### src/rtl/lcd_bridge_pkg.sv
package lcd_bridge_pkg;

    // Per-cycle view of the display sequence, produced by the sequencer.
    typedef struct packed {
        logic active;   // a sequence stage is running
        logic idle;     // no stage and no acknowledge pending
        logic strobe;   // display enable level
        logic sample;   // last strobe-high stage: capture read data
        logic done;     // acknowledge cycle
    } seq_flags_t;

endpackage

### src/rtl/lcd_bridge_seq.sv
module lcd_bridge_seq
    import lcd_bridge_pkg::*;
#(
    parameter int SETUP_CYC  = 2,
    parameter int STROBE_CYC = 4,
    parameter int HOLD_CYC   = 2
) (
    input  logic       clk,
    input  logic       rst_n,
    input  logic       start,
    output seq_flags_t flags
);

    localparam int TOTAL       = SETUP_CYC + STROBE_CYC + HOLD_CYC;
    localparam int LAST_STROBE = SETUP_CYC + STROBE_CYC - 1;

    // Stage positions where the enable is high.
    logic [TOTAL-1:0] strobe_mask;
    for (genvar i = 0; i < TOTAL; i++) begin : g_mask
        assign strobe_mask[i] = ((i >= SETUP_CYC) && (i <= LAST_STROBE)) ? 1'b1 : 1'b0;
    end

    typedef struct packed {
        logic [TOTAL-1:0] chain;  // one-hot token marching through stages
        logic             strobe;
        logic             done;
    } seq_state_t;

    seq_state_t st_d, st_q;
    logic       busy;

    assign busy = (|st_q.chain) | st_q.done;

    always_comb begin
        st_d        = st_q;
        st_d.chain  = {st_q.chain[TOTAL-2:0], start & ~busy};
        st_d.strobe = |(st_d.chain & strobe_mask);
        st_d.done   = st_q.chain[TOTAL-1];
    end

    always_ff @(posedge clk) begin
        if (!rst_n) begin
            st_q <= '0;
        end else begin
            st_q <= st_d;
        end
    end

    always_comb begin
        flags        = '0;
        flags.active = |st_q.chain;
        flags.idle   = ~busy;
        flags.strobe = st_q.strobe;
        flags.sample = st_q.chain[LAST_STROBE];
        flags.done   = st_q.done;
    end

endmodule

### src/rtl/lcd_bridge_capture.sv
module lcd_bridge_capture #(
    parameter int DW = 8
) (
    input  logic          clk,
    input  logic          rst_n,
    input  logic          load,
    input  logic          sample,
    input  logic          wr_in,
    input  logic          sel_in,
    input  logic [DW-1:0] wdata_in,
    input  logic [DW-1:0] bus_in,
    output logic          wr,
    output logic          sel,
    output logic [DW-1:0] wdata,
    output logic [DW-1:0] rdata
);

    typedef struct packed {
        logic          wr;
        logic          sel;
        logic [DW-1:0] wdata;
        logic [DW-1:0] rdata;
    } cap_state_t;

    cap_state_t st_d, st_q;

    always_comb begin
        st_d = st_q;
        if (load) begin
            st_d.wr    = wr_in;
            st_d.sel   = sel_in;
            st_d.wdata = wdata_in;
        end
        if (sample && !st_q.wr) begin
            st_d.rdata = bus_in;
        end
    end

    always_ff @(posedge clk) begin
        if (!rst_n) begin
            st_q <= '0;
        end else begin
            st_q <= st_d;
        end
    end

    assign wr    = st_q.wr;
    assign sel   = st_q.sel;
    assign wdata = st_q.wdata;
    assign rdata = st_q.rdata;

endmodule

### src/rtl/lcd_bus_bridge.sv
module lcd_bus_bridge
    import lcd_bridge_pkg::*;
#(
    parameter int DW         = 8,
    parameter int SETUP_CYC  = 2,
    parameter int STROBE_CYC = 4,
    parameter int HOLD_CYC   = 2
) (
    input  logic          clk,
    input  logic          rst_n,
    input  logic          cpu_req,
    input  logic          cpu_we,
    input  logic          cpu_reg_sel,
    input  logic [DW-1:0] cpu_wdata,
    output logic          cpu_ack,
    output logic [DW-1:0] cpu_rdata,
    output logic          lcd_rs,
    output logic          lcd_rw,
    output logic          lcd_en,
    output logic [DW-1:0] lcd_wdata,
    output logic          lcd_data_oe,
    input  logic [DW-1:0] lcd_rdata_in
);

    seq_flags_t flags;
    logic       accept;
    logic       cap_wr;
    logic       cap_sel;

    assign accept = cpu_req & flags.idle;

    lcd_bridge_seq #(
        .SETUP_CYC (SETUP_CYC),
        .STROBE_CYC(STROBE_CYC),
        .HOLD_CYC  (HOLD_CYC)
    ) u_seq (
        .clk  (clk),
        .rst_n(rst_n),
        .start(accept),
        .flags(flags)
    );

    lcd_bridge_capture #(
        .DW(DW)
    ) u_cap (
        .clk     (clk),
        .rst_n   (rst_n),
        .load    (accept),
        .sample  (flags.sample),
        .wr_in   (cpu_we),
        .sel_in  (cpu_reg_sel),
        .wdata_in(cpu_wdata),
        .bus_in  (lcd_rdata_in),
        .wr      (cap_wr),
        .sel     (cap_sel),
        .wdata   (lcd_wdata),
        .rdata   (cpu_rdata)
    );

    assign lcd_rs      = cap_sel;
    assign lcd_rw      = ~cap_wr;
    assign lcd_en      = flags.strobe;
    assign lcd_data_oe = flags.active & cap_wr;
    assign cpu_ack     = flags.done;

endmodule

### config.mk
export PLATFORM = sky130hd
export DESIGN_NAME = lcd_bus_bridge
export DESIGN_NICKNAME = d
export VERILOG_FILES = /design/src/rtl/lcd_bridge_pkg.sv /design/src/rtl/lcd_bridge_seq.sv /design/src/rtl/lcd_bridge_capture.sv /design/src/rtl/lcd_bus_bridge.sv
export SDC_FILE = /design/constraint.sdc
export NUM_CORES = 1
export LEC_CHECK = 0
export CORE_MARGIN = 2
export CORE_UTILIZATION = 57
export CTS_BUF_LIST = sky130_fd_sc_hd__clkbuf_2 sky130_fd_sc_hd__clkbuf_4 sky130_fd_sc_hd__clkbuf_8
export CTS_CLUSTER_DIAMETER = 60
export CTS_CLUSTER_SIZE = 25
export DETAILED_ROUTE_END_ITERATION = 8
export DONT_BUFFER_PORTS = 1
export GPL_ROUTABILITY_DRIVEN = 0
export GPL_TIMING_DRIVEN = 0
export PLACE_DENSITY_LB_ADDON = 0.08
export SLEW_MARGIN = 20
export SYNTH_ARGS = -nofsm -noshare
export SYNTH_HDL_FRONTEND = slang
export SYNTH_HIERARCHICAL = 1
export SYNTH_SLANG_ARGS = --single-unit
### constraint.sdc
create_clock -name clk -period 3.4 [get_ports clk]
set_input_delay 0.68 -clock clk [delete_from_list [all_inputs] [get_ports clk]]
set_output_delay 0.68 -clock clk [all_outputs]
set_load 0.005 [all_outputs]
# Word level (Yosys, flattened, before mapping)

Index checks and enable logic that the tools add are counted.
Widths: inputs -> output; s select.

Bits in registers: 28
Latch bits: 0
Memory bits (writable): 0
ROM bits: 0
Memories: 0

Add/sub/neg operators: 0
Multiply operators: 0
Div/mod/pow operators: 0
$lt $le $gt $ge: 0
Equal/unequal tests: 0
Shift-type cells: 0
Multiplexer cells: 0
Bitwise operators: 6
Reduce and logical (&&, ||, !) cells: 4

Operators by type and width:

| kind              | count |
|---|---|
| $reduce_or 8->1   | 1 |
| $reduce_or 4->1   | 1 |
| $and 1x1->1       | 3 |
| $not 1->1         | 2 |
| $logic_and 1x1->1 | 1 |
| $logic_not 1->1   | 1 |
| $or 1x1->1        | 1 |

# Longest topological paths before layout

Depth after elaboration: 5
Depth in mapped cells: 6
Depth with buffers taken out: 5

# Modules after synthesis

The synthesis kept the hierarchy.

Modules (own cells, without submodules):

| module             | instances | cells each | area each (µm²) |
|---|---|---|---|
| lcd_bridge_capture | 1         | 68         | 721.9 |
| lcd_bridge_seq     | 1         | 26         | 312.8 |
| lcd_bus_bridge     | 1         | 3          | 16.3 |

# Worst setup path after synthesis

OpenSTA, ideal clock, no wires.

Path kind: reg2out
From: register u_seq.st_q, in the netlist u_seq/st_d[0]
To: output lcd_data_oe
Arrival time: 1186 ps
Slack: 1534 ps
Stages on the path, launching flop included: 4
Buffers on the path: 0
Path through: dfxtp_1 -> or4_1 -> or2_1 -> and2_1

RTL lines:

| what                     | line                 | source |
|---|---|---|
| start: declaration       | lcd_bridge_seq.sv:29 | `seq_state_t st_d, st_q;` |
| start signal: assignment | lcd_bridge_seq.sv:45 | `st_q <= st_d;` |
| end: declaration         | lcd_bus_bridge.sv:21 | `output logic lcd_data_oe,` |

==> results_dict.tcl <==
set metrics [dict create \
    cts_buffer_depth 2 \
    final-max-slew-violation-count 0 \
    die_h_um 46.94 \
    die_area_sq_um 2203 \
    area_growth_syn_to_layout_pct 6.428 \
    port_buffers 0 \
    synth.most_common_cell "sky130_fd_sc_hd__dfxtp_1" \
    finalSetupViolations 0 \
    post-synth-top-area-fraction 0.5333 \
    cts-root-buf "sky130_fd_sc_hd__clkbuf_4" \
    static_leakage_nw 0.4452 \
    post_route_cells_drive_above_1_share 0.1485 \
    min_period_ps 2288 \
    tightest_hold_check_type "input pin to register" \
    firstDrtPassIters 3 \
    synthArstFlopShare 0 \
    routed_wire_length_per_instance_um 12.67 \
    final_core_util 0.6478 \
    post_synthesis_sequential_area_ratio 0.5333 \
    synth_warnings 6 \
    floorplan.rows 15 \
    detail_route.drc_violations 0 \
    total_power_mw 0.5577 \
    power_density_nw_per_um2 498.6 \
    num-nets-final 123 \
    final-hold-violation-count 0 \
    classification_of_the_worst_setup_path "register to output port" \
    cp.required_ps 2720 \
    cts_hold_buf 0 \
    synth_enable_flop_cells 0 \
    global_route.overflow_total 0 \
    yosys-top-cells-area "sky130_fd_sc_hd__dfxtp_1 (53%), sky130_fd_sc_hd__mux2i_1 (17%), sky130_fd_sc_hd__nand2_1 (6.1%)" \
    mappedNetlistArea_sq_um 1051 \
    min_period_over_period 0.6729 \
    die_width_um 46.94 \
    grt_start_max_net_pins 16 \
    timing.critical_path.fanout_max 3 \
    clkLatencyLatePin_ps 310 \
    cts_htree_levels 1 \
    tritoncts "yes" \
    dr_total_vias 634 \
    result_of_the_run "complete, no violations" \
    cts.clk_slew.worst_paths_ps 140 \
    synth_fp_nets 118 \
    pre_cts_ws_ps 1466 \
    clock.fmax_ghz 0.4371 \
    floorplan.io_pins 42 \
    start_util 0.6087 \
    synth_area_per_cell_sq_um 10.84 \
    worst_ir_drop_vdd_mv 0.3063 \
    yosys-top-cells-count "sky130_fd_sc_hd__dfxtp_1 (28), sky130_fd_sc_hd__mux2i_1 (18), sky130_fd_sc_hd__nand2_1 (17), sky130_fd_sc_hd__nor2b_1 (10), sky130_fd_sc_hd__and2_1 (9)" \
    dp.final_hpwl_um 1165 \
    postSynthRegisterBits 28 \
    dr.first_iter.drc_count 1 \
    max-slew-margin-rel 0.8751 \
    ant_nets 0 \
    cp-end-kind "output port" \
    antenna_cells_inserted 0 \
    synthDominantAreaCellType "sky130_fd_sc_hd__dfxtp_1" \
    fin_tns_setup_ps 0 \
    worst-slew-pin-transition_ps 185.8 \
    post_cts.repair.setup_buffers 0 \
    grt_first_pass_wirelength_um 2373 \
    track_usage 0.1517 \
    final.hold.worst_slack_ps 480.9 \
    floorplan.core_area_sq_um 1727 \
    netlist-cell-type-count 16 \
    cts_resized 0 \
    synth_cells 97 \
    grt_antenna_before_repair 0 \
    routed_via_density 5.032 \
    synth_top_flop_cell "sky130_fd_sc_hd__dfxtp_1" \
    rsz0062_at_grt "false" \
    fin_worst_skew_ps 5.533 \
    worstSetupStartpointType "register" \
    final.setup.worst_slack_ps 1112 \
    via_count_of_the_first_global_routing_pass 551 \
    cts_buffer_count 3 \
    cp.arrival_ps 1610 \
    max_cap_viols 0 \
    postRouteWirelength_um 1597 \
    numClockSinks 28 \
]
==> routing by layer <==
| layer | vias up | global-route usage | routed length (um) |
|---|---|---|---|
| li1 | 321 | - | - |
| met1 | 288 | 0.2138 | 748 |
| met2 | 23 | 0.2055 | 712 |
| met3 | 2 | 0.04615 | 124 |
| met4 | 0 | 0.08333 | 12 |
| met5 | - | 0 | 0 |
==> cell families (layout without fill, tap and decap cells) <==
family,after synthesis,after routing,synth area share
simple gates,44,44,0.2369
flops,28,28,0.5333
mux,18,18,0.1714
buf+inv,7,11,0.05832
==> flip-flops by register name (all words and copies together), names as in the netlist <==
name,count
u_cap/rdata,8
u_cap/sel,1
u_cap/wdata,8
u_cap/wr,1
u_seq/flags,3
u_seq/st_d,7
==> cell usage in the layout, fill, tap and decap left out, types with 2 or more instances in the layout <==
master and n:
sky130_fd_sc_hd__dfxtp_1 28, sky130_fd_sc_hd__mux2i_1 18, sky130_fd_sc_hd__and2_1 9, sky130_fd_sc_hd__nor2b_1 10, sky130_fd_sc_hd__buf_6 4, sky130_fd_sc_hd__clkbuf_4 3, sky130_fd_sc_hd__and2_2 2, sky130_fd_sc_hd__nand2_1 17
==> stage by stage <==
step	cells	instance area [sq um]
after global routing	126	1119
final	126	1119
after detailed placement	122	1082
after global placement	122	1082
after floorplan	97	1051
after CTS	126	1119
==> final timing paths <==
| check | startpoint | endpoint | slack, ps | cells past startpoint |
|---|---|---|---|---|
| hold / removal | rst_n | u_seq/st_d[3]$_SDFF_PN0_ | 480 | 2 |
| setup reg to reg | u_seq/st_d[6]$_SDFF_PN0_ | u_cap/wdata[0]$_SDFFE_PN0P_ | 1650 | 6 |
| hold reg to reg | u_seq/st_d[5]$_SDFF_PN0_ | u_seq/st_d[6]$_SDFF_PN0_ | 480 | 1 |
| setup / recovery | u_seq/flags[1]$_SDFF_PN0_ | lcd_data_oe | 1110 | 3 |
==> worst max-delay path, stage by stage (launching register included) <==
cell and delay [ps]:
sky130_fd_sc_hd__dfxtp_1 350, sky130_fd_sc_hd__or4_1 560, sky130_fd_sc_hd__or2_1 230, sky130_fd_sc_hd__and2_1 150
==> report_power, final <==
group	switching, mW	internal, mW
registers	0.00872	0.341
logic	0.0236	0.0279
clock network	0.0907	0.0654
total	0.123	0.435
==> cell type report <==
class	count	area, sq um
clock buffers	4	36.28
inverters	1	3.754
flip-flops and latches	28	560.5
well taps	25	31.28
multi-input cells	62	429.2
fillers	149	608.1
plain buffers	6	57.56
(Power assumes the default switching activity.)
